`config.mk`:
```
export PLATFORM = sky130hd
export DESIGN_NAME = spi_irq_ctrl
export DESIGN_NICKNAME = d
export VERILOG_FILES = /design/src/rtl/spi_irq_pkg.sv /design/src/rtl/spi_ss_edge.sv /design/src/rtl/spi_evt_flags.sv /design/src/rtl/spi_irq_en.sv /design/src/rtl/spi_irq_ctrl.sv
export SDC_FILE = /design/constraint.sdc
export NUM_CORES = 1
export LEC_CHECK = 0
export ABC_CLOCK_PERIOD_IN_PS = 1600
export BUFFER_PORTS_ARGS = -buffer_cell sky130_fd_sc_hd__buf_2
export CAP_MARGIN = 30
export CORE_MARGIN = 5
export CORE_UTILIZATION = 41
export DETAILED_ROUTE_END_ITERATION = 6
export PLACE_DENSITY = 0.84
export RECOVER_POWER = 100
export SLEW_MARGIN = 40
export SYNTH_ARGS = -nofsm -noshare
export SYNTH_HDL_FRONTEND = slang
export SYNTH_SLANG_ARGS = --single-unit
```
`constraint.sdc`:
```
create_clock -name clk_i -period 1.6 [get_ports clk_i]
set_input_delay 0.16 -clock clk_i [delete_from_list [all_inputs] [get_ports clk_i]]
set_output_delay 0.16 -clock clk_i [all_outputs]
set_load 0.02 [all_outputs]
```
`src/rtl/spi_irq_pkg.sv`:
```
package spi_irq_pkg;
  localparam int NUM_SRC   = 6;
  localparam int IDX_RXRDY = 0;
  localparam int IDX_TXRDY = 1;
  localparam int IDX_RXOVR = 2;
  localparam int IDX_TXUDR = 3;
  localparam int IDX_SSA   = 4;
  localparam int IDX_SSD   = 5;
  localparam int NUM_EVT   = NUM_SRC - IDX_RXOVR;
  localparam int REG_STAT  = 0;
  localparam int REG_ENSET = 1;
  localparam int REG_ENCLR = 2;
  typedef logic [NUM_SRC-1:0] src_vec_t;
  typedef logic [NUM_EVT-1:0] evt_vec_t;
endpackage

```
`src/rtl/spi_ss_edge.sv`:
```
module spi_ss_edge #(
  parameter int SS_W = 4
) (
  input  logic            clk_i,
  input  logic            rst_ni,
  input  logic [SS_W-1:0] ssel_ni,
  output logic            ss_asrt_o,
  output logic            ss_dsrt_o
);
  logic [SS_W-1:0] act_q;
  logic [SS_W-1:0] act_d;

  assign act_d = ~ssel_ni;

  always_ff @(posedge clk_i or negedge rst_ni) begin
    if (!rst_ni) act_q <= '0;
    else         act_q <= act_d;
  end

  // any line newly asserted
  assign ss_asrt_o = |(act_d & ~act_q);
  // last asserted line released
  assign ss_dsrt_o = (|act_q) & ~(|act_d);

  assert_ss_excl_R9: assert property (@(posedge clk_i) disable iff (!rst_ni)
    ss_dsrt_o |-> !ss_asrt_o);
endmodule

```
`src/rtl/spi_evt_flags.sv`:
```
module spi_evt_flags
  import spi_irq_pkg::*;
(
  input  logic     clk_i,
  input  logic     rst_ni,
  input  evt_vec_t set_i,
  input  evt_vec_t clr_i,
  output evt_vec_t flags_o
);
  evt_vec_t flags_q;

  for (genvar k = 0; k < NUM_EVT; k++) begin : g_flag
    always_ff @(posedge clk_i or negedge rst_ni) begin
      if (!rst_ni)       flags_q[k] <= 1'b0;
      else if (set_i[k]) flags_q[k] <= 1'b1;  // set beats clear
      else if (clr_i[k]) flags_q[k] <= 1'b0;
    end

    assert_set_wins_R10: assert property (@(posedge clk_i) disable iff (!rst_ni)
      set_i[k] |=> flags_q[k]);
    assert_sticky_R10: assert property (@(posedge clk_i) disable iff (!rst_ni)
      (flags_q[k] && !clr_i[k]) |=> flags_q[k]);
  end

  assign flags_o = flags_q;
endmodule

```
`src/rtl/spi_irq_en.sv`:
```
module spi_irq_en
  import spi_irq_pkg::*;
(
  input  logic     clk_i,
  input  logic     rst_ni,
  input  logic     set_we_i,
  input  logic     clr_we_i,
  input  src_vec_t wmask_i,
  output src_vec_t en_o
);
  src_vec_t en_q;

  always_ff @(posedge clk_i or negedge rst_ni) begin
    if (!rst_ni)       en_q <= '0;
    else if (set_we_i) en_q <= en_q | wmask_i;
    else if (clr_we_i) en_q <= en_q & ~wmask_i;
  end

  assign en_o = en_q;

  assert_en_clr_R2: assert property (@(posedge clk_i) disable iff (!rst_ni)
    (clr_we_i && !set_we_i) |=> ((en_q & $past(wmask_i)) == '0));
  assert_en_set_R1: assert property (@(posedge clk_i) disable iff (!rst_ni)
    (set_we_i && !clr_we_i) |=> ((en_q & $past(wmask_i)) == $past(wmask_i)));
endmodule

```
`src/rtl/spi_irq_ctrl.sv`:
```
module spi_irq_ctrl
  import spi_irq_pkg::*;
#(
  parameter int ADDR_W = 2,
  parameter int DATA_W = 32,
  parameter int SS_W   = 4
) (
  input  logic              clk_i,
  input  logic              rst_ni,
  input  logic              wr_en_i,
  input  logic              rd_en_i,
  input  logic [ADDR_W-1:0] addr_i,
  input  logic [DATA_W-1:0] wdata_i,
  output logic [DATA_W-1:0] rdata_o,
  input  logic              rx_done_i,
  input  logic              rx_full_i,
  input  logic              tx_empty_i,
  input  logic              tx_shift_req_i,
  input  logic              slave_mode_i,
  input  logic [SS_W-1:0]   ssel_ni,
  output logic              stall_o,
  output logic              irq_o
);
  localparam int PAD_W = DATA_W - NUM_SRC;

  logic     wr_stat, wr_set, wr_clr;
  src_vec_t wmask;
  src_vec_t en;
  src_vec_t status;
  evt_vec_t evt_set, evt_clr, evt_flags;
  logic     ss_asrt, ss_dsrt;
  logic     irq_q;

  assign wr_stat = wr_en_i && (addr_i == ADDR_W'(REG_STAT));
  assign wr_set  = wr_en_i && (addr_i == ADDR_W'(REG_ENSET));
  assign wr_clr  = wr_en_i && (addr_i == ADDR_W'(REG_ENCLR));
  assign wmask   = wdata_i[NUM_SRC-1:0];

  spi_ss_edge #(.SS_W(SS_W)) u_ss_edge (
    .clk_i     (clk_i),
    .rst_ni    (rst_ni),
    .ssel_ni   (ssel_ni),
    .ss_asrt_o (ss_asrt),
    .ss_dsrt_o (ss_dsrt)
  );

  // event sources, indexed from IDX_RXOVR
  assign evt_set[IDX_RXOVR-IDX_RXOVR] = slave_mode_i & rx_done_i & rx_full_i;
  assign evt_set[IDX_TXUDR-IDX_RXOVR] = slave_mode_i & tx_shift_req_i & tx_empty_i;
  assign evt_set[IDX_SSA-IDX_RXOVR]   = ss_asrt;
  assign evt_set[IDX_SSD-IDX_RXOVR]   = ss_dsrt;
  assign evt_clr = wr_stat ? wmask[NUM_SRC-1:IDX_RXOVR] : '0;

  spi_evt_flags u_flags (
    .clk_i   (clk_i),
    .rst_ni  (rst_ni),
    .set_i   (evt_set),
    .clr_i   (evt_clr),
    .flags_o (evt_flags)
  );

  spi_irq_en u_en (
    .clk_i    (clk_i),
    .rst_ni   (rst_ni),
    .set_we_i (wr_set),
    .clr_we_i (wr_clr),
    .wmask_i  (wmask),
    .en_o     (en)
  );

  assign status = {evt_flags, tx_empty_i, rx_full_i};

  // master mode: refuse to start while unread receive data would be overwritten
  assign stall_o = ~slave_mode_i & rx_full_i;

  always_ff @(posedge clk_i or negedge rst_ni) begin
    if (!rst_ni) irq_q <= 1'b0;
    else         irq_q <= |(status & en);
  end
  assign irq_o = irq_q;

  always_comb begin
    rdata_o = '0;
    if (rd_en_i) begin
      unique case (addr_i)
        ADDR_W'(REG_STAT):  rdata_o = {{PAD_W{1'b0}}, status};
        ADDR_W'(REG_ENSET),
        ADDR_W'(REG_ENCLR): rdata_o = {{PAD_W{1'b0}}, en};
        default:            rdata_o = '0;
      endcase
    end
  end

  assert_no_ovr_master_R6: assert property (@(posedge clk_i) disable iff (!rst_ni)
    $rose(status[IDX_RXOVR]) |-> $past(slave_mode_i));
  assert_no_udr_master_R7: assert property (@(posedge clk_i) disable iff (!rst_ni)
    $rose(status[IDX_TXUDR]) |-> $past(slave_mode_i));
  assert_ss_flag_R8: assert property (@(posedge clk_i) disable iff (!rst_ni)
    ss_asrt |=> status[IDX_SSA]);
  assert_irq_gated_R11: assert property (@(posedge clk_i) disable iff (!rst_ni)
    !$past(|en) |-> !irq_o);
endmodule

```
==> results of run 1 <==
-- worst min-delay path by stage --
stage / startpoint / end / slack [ns] / depth (start not counted)
2_1_floorplan: rst_ni / asynchronous set/reset pin / -0.14 / 0
3_3_place_gp: rst_ni / asynchronous set/reset pin / 0.07 / 1
6_report: ssel_ni[3] / u_ss_edge.act_q[3] / 0.06 / 2
4_1_cts: ssel_ni[0] / u_ss_edge.act_q[0] / 0.04 / 2
5_1_grt: ssel_ni[3] / u_ss_edge.act_q[3] / 0.06 / 2
3_5_place_dp: rst_ni / u_flags.flags_o[2] / 0.08 / 1
-- through the flow --
step                std cells  hold WS [ns]  cell area, µm²
global placement          149        0.0747            1020
detailed placement        149        0.0820            1020
CTS                       154        0.0412            1060
global route              154        0.0585            1040
floorplan                 122        -0.136            1080
finish                    154        0.0558            1040
-- worst register-to-register path, stage by stage (launching register included) --
cell	delay (ns)
dfrtp_1	0.39
nor4_1	0.30
o2bb2ai_1	0.09
-- power by group through the flow --
stage,clock network (mW),registers (mW),logic (mW)
2_1_floorplan,0,0.474,0.243
3_3_place_gp,0,0.478,0.260
3_5_place_dp,0,0.483,0.268
5_1_grt,0.238,0.482,0.292
4_1_cts,0.215,0.475,0.271
6_report,0.215,0.475,0.266
-- metal layers --
| metal | global-route usage [%] | routed length (µm) | share of wire (%) | up-vias |
|---|---|---|---|---|
| met2 | 21.3 | 1050 | 52 | 38 |
| met3 | 1.74 | 195 | 9.6 | 2 |
| met1 | 14.3 | 770 | 38 | 370 |
| li1 | - | - | - | 358 |
| met5 | 0 | 0 | 0 | - |
| met4 | 2.91 | 16 | 0.79 | 0 |
-- cell type report --
type                    count  area share, %
multi-input cells          72           42.9
clock buffers               4           2.52
repair buffers             29           13.1
flip-flops and latches     15           36.0
well taps                  28           3.36
inverters                   6           2.16
-- logic make-up after synthesis --
logic type	Yosys count	synth area share [%]
buffers and inverters	35	26.3
AO/OA/AOI/OAI	21	18.4
AND/OR/NAND/NOR	21	11.9
flip-flops	15	38.0
adder cells (fa/ha/maj)	4	5.06
other	1	0.379
-- cells in the mapped netlist, drive strengths merged --
cell	number	share of area, %
buf	29	24
dfrtp	15	38
nand3	11	7.1
a22oi	9	6.8
a32o	8	8.5
inv	6	2.3
nor2	6	2.3
ha	4	5.1
o22ai	2	1.3
a211o	1	0.89
conb	1	0.38
nand2b	1	0.63
nand4	1	0.63
nor2b	1	0.63
nor4	1	0.63
o2bb2ai	1	0.89
==> impl_metrics.json, run 1 <==
{
  "start_kind": "input pin",
  "cp.required_ns": 1.44,
  "setup_viol": 0,
  "r2r_start": "u_ss_edge.act_q[0]",
  "dpl.hpwl_um": 1710,
  "synth-seq-area-share_pct": 38.0,
  "wl_um": 2030,
  "grt_max_degree": 17,
  "fin_crit_sh_pct": 87.8,
  "period_minus_slack_ns": 1.40,
  "syn_area_um2": 988,
  "hp-class": "in -> reg",
  "p_sw_mw": 0.329,
  "yosys_register_bits": 15,
  "finalPower_mw": 0.956,
  "postCtsHoldBufs": 1,
  "cts-root-buf": "clkbuf_4",
  "crit_top_cell": "clkbuf_1",
  "critPathLaunch": "addr_i[0]",
  "rrSetupSlack_ns": 0.71,
  "syn_to_final_growth_pct": 5.44,
  "r2r_cells": 2,
  "power_frac_seq_pct": 49.7,
  "cp_cell_sequence": "clkbuf_1, inv_1, ha_1, a22oi_1, nor2_1, clkbuf_1",
  "grt_overflow": 0,
  "cts_max_level": 1,
  "grt_pass1_wl_um": 3190,
  "relSlewSlack_pct": 44.5,
  "yosysUniqueCellTypes": 20,
  "cts_resized": 0,
  "synth_area_per_cell_um2": 10.2,
  "r2r-end": "u_flags.flags_o[3]",
  "rows": 17,
  "core_mm2": 0.00225,
  "final_cell_mix": "26 x conb_1, 16 x buf_2, 15 x dfrtp_1",
  "vias_per_cell": 4.99,
  "post_cts.repair.setup_buffers": 0,
  "combPwrFrac_pct": 27.8,
  "outcome": "finished, final reports clean",
  "clock_skew_ns": 0.00346,
  "p_sw_share_pct": 34.4,
  "cpMaxStageDelayCell": "ha_1",
  "slew_viol_final": 0,
  "worstSetupEndpoint": "rdata_o[4]",
  "synthCells": 97,
  "wl_per_cell_um": 13.2,
  "die_width_um": 59.1,
  "die_y_um": 59.1,
  "place.gp.congestion": 0.817,
  "io-pin-count": 81,
  "drtAntennaViolNets": 0,
  "cts_max_path_buffers": 2,
  "dieArea_mm2": 0.00349,
  "clk_pin_slew_ns": 0.08,
  "finalHoldViolations": 0,
  "grt_use_total_pct": 11.7,
  "arrival_ns": 1.24,
  "worst_setup_path_end_kind": "output port",
  "post-route-util_pct": 46.2,
  "max-cap-violations": 0,
  "p_leak_nw": 0.505,
  "fin_tns_setup_ns": 0,
  "pwr-share-clk_pct": 22.5,
  "ys_warn_count": 0,
  "antenna_found_initial": 0,
  "p_int_mw": 0.627,
  "numCtsBuffers": 3,
  "multiInputGateArea_um2": 447,
  "dr_total_vias": 768,
  "vdd_drop_max_mv": 0.585,
  "start_util_pct": 43.8,
  "final_common_cell": "conb_1",
  "dr.pass1.iters": 4,
  "insertion_delay_ns": 0.28,
  "rsz0062_at_grt": "false",
  "place_ws_ns": 0.254,
  "drcViolationCount": 0,
  "drive_above_1_share_pct": 20.6,
  "crit_family": "buffers and inverters",
  "drt_iter0_drc": 20,
  "path_depth": 6,
  "ff_latch_area_um2": 375,
  "worstMarginPinSlew_ns": 0.833,
  "slowest_delay_ns": 0.40,
  "path_buf_inv": 3,
  "fmax_mhz": 712,
  "critPathKind": "in -> out",
  "grt_pass1_vias": 724,
  "fillers": 236,
  "cts.sinks": 15,
  "port_buffers": 28,
  "antenna-diode-count": 0,
  "power_density_mw_per_mm2": 917,
  "timing.final.ws_setup_ns": 0.195,
  "cts_tree": "yes",
  "finish.net_count": 178,
  "cp_max_fo": 6
}
Power figures use the tool's default switching activity.
==> run 2, diff against run 1 <==
CORE_MARGIN = 10   (was 5)
RECOVER_POWER = default   (was 100)
==> run 2 against run 1 <==
Compared with the run above:
- power increased by 1.4%
- combinational power increased by 3%
- first-iteration DRC count increased by 90%
- critical path depth unchanged
- via count increased by 0.91%
- maximum frequency increased by 7.7%
- clock power about the same
- global-route usage decreased by 2.7 points
- critical endpoint unchanged
- largest power group unchanged
- highest routed layer unchanged
==> impl_metrics.json, run 2 (synthesized netlist as in run 1, its figures left out) <==
{
  "max-cap-violations": 0,
  "p_sw_share_pct": 35.1,
  "syn_to_final_growth_pct": 6.96,
  "cts.sinks": 15,
  "vias_per_cell": 5.03,
  "wl_um": 2340,
  "outcome": "finished, final reports clean",
  "arrival_ns": 1.14,
  "setup_viol": 0,
  "finish.net_count": 178,
  "fillers": 215,
  "cts_max_path_buffers": 2,
  "clock_skew_ns": 0.00500,
  "final_common_cell": "buf_2",
  "cts_max_level": 1,
  "dpl.hpwl_um": 1990,
  "numCtsBuffers": 3,
  "power_density_mw_per_mm2": 917,
  "slew_viol_final": 0,
  "cts_resized": 0,
  "cp.required_ns": 1.44,
  "cts-root-buf": "clkbuf_4",
  "post_cts.repair.setup_buffers": 0,
  "critPathKind": "in -> out",
  "holdWs_ns": 0.0367,
  "fmax_mhz": 767,
  "start_util_pct": 43.8,
  "die_y_um": 69.1,
  "io-pin-count": 81,
  "combPwrFrac_pct": 28.3,
  "postCtsHoldBufs": 1,
  "die_width_um": 69.1,
  "grt_pass1_vias": 786,
  "drtAntennaViolNets": 0,
  "drcViolationCount": 0,
  "dr.pass1.iters": 4,
  "rows": 17,
  "grt_overflow": 0,
  "cp_max_fo": 10,
  "finalHoldViolations": 0,
  "drt_iter0_drc": 38,
  "clk_pin_slew_ns": 0.09,
  "antenna_found_initial": 0,
  "cp_cell_sequence": "buf_2, inv_1, ha_1, a22oi_1, nor2_1, buf_2",
  "rsz0062_at_grt": "false",
  "finalPower_mw": 0.969,
  "insertion_delay_ns": 0.29,
  "fin_tns_setup_ns": 0,
  "dieArea_mm2": 0.00477,
  "final_cell_mix": "28 x buf_2, 26 x conb_1, 15 x dfrtp_1",
  "min_path_cells": 2,
  "place.gp.congestion": 0.831,
  "cts_tree": "yes",
  "dpl_cell_area_mm2": 0.00102,
  "grt_use_total_pct": 8.97,
  "p_int_mw": 0.629,
  "pwr-share-clk_pct": 22.5,
  "start_kind": "input pin",
  "stdcell_area_mm2": 0.00106,
  "p_sw_mw": 0.340,
  "period_minus_slack_ns": 1.30,
  "cpMaxStageDelayCell": "ha_1",
  "port_buffers": 28,
  "path_depth": 6,
  "p_leak_nw": 0.540,
  "fin_crit_sh_pct": 81.5,
  "antenna-diode-count": 0,
  "drive_above_1_share_pct": 30.2,
  "r2r_cells": 2,
  "crit_family": "adder cells",
  "wl_per_cell_um": 15.2,
  "slowest_delay_ns": 0.39,
  "hp-class": "in -> reg",
  "power_frac_seq_pct": 49.2,
  "vdd_drop_max_mv": 0.645,
  "crit_top_cell": "buf_2",
  "path_buf_inv": 3,
  "worst_setup_path_end_kind": "output port",
  "grt_max_degree": 17,
  "grt_pass1_wl_um": 3680,
  "dr_total_vias": 775,
  "core_mm2": 0.00225
}
==> run 2: changes by cell type in the layout (fill, tap and decap cells not counted), sizes merged <==
cell,change
buf,+12
clkinv,+1
clkbuf,-13
==> run 2: cell type report <==
| class | instances | area [µm²] | share of cell area, % |
|---|---|---|---|
| well taps | 28 | 35.0 | 3.31 |
| inverters | 6 | 22.5 | 2.13 |
| multi-input cells | 72 | 447 | 42.2 |
| clock buffers | 3 | 22.5 | 2.13 |
| flip-flops and latches | 15 | 375 | 35.5 |
| repair buffers | 29 | 150 | 14.2 |
| clock inverters | 1 | 5.00 | 0.473 |
==> run 2: metal layers <==
metal / track usage, % / up-vias / routed length [µm]
met5: 0 / - / 0
met4: 3.55 / 0 / 33
met3: 4.56 / 5 / 313
met2: 15.7 / 51 / 1170
met1: 8.66 / 366 / 814
li1: - / 353 / -
==> run 2: through the flow <==
step / instances / setup slack (ns) / utilization (%)
detailed placement: 149 / 0.310 / 45.2
global placement: 149 / 0.314 / 45.2
CTS: 154 / 0.310 / 46.9
global route: 154 / 0.156 / 46.9
floorplan: 122 / 0.515 / -
finish: 154 / 0.296 / 46.9
==> run 2: power groups by stage <==
stage	logic (mW)	clock network [mW]	registers, mW
after floorplan	0.243	0	0.474
after global placement	0.261	0	0.478
after detailed placement	0.270	0	0.485
after CTS	0.273	0.215	0.477
after global routing	0.299	0.233	0.484
final	0.274	0.218	0.477
==> run 2: worst reg2reg max path: stages, from the launching register on <==
cell       delay (ns)
dfrtp_1          0.39
nor4_1           0.31
o2bb2ai_1        0.10
==> run 2: worst paths after layout <==
| kind | start | to | slack (ns) |
|---|---|---|---|
| setup / recovery | addr_i[0] | rdata_o[4] | 0.30 |
| hold / removal | ssel_ni[0] | u_ss_edge.act_q[0] | 0.04 |
| setup reg to reg | u_ss_edge.act_q[0] | u_flags.flags_o[3] | 0.69 |
| hold reg to reg | u_flags.flags_o[0] | u_flags.flags_o[0] | 0.53 |
| max in group asynchronous | rst_ni | asynchronous set/reset pin | 1.06 |
| min in group asynchronous | rst_ni | u_ss_edge.act_q[2] | 0.29 |
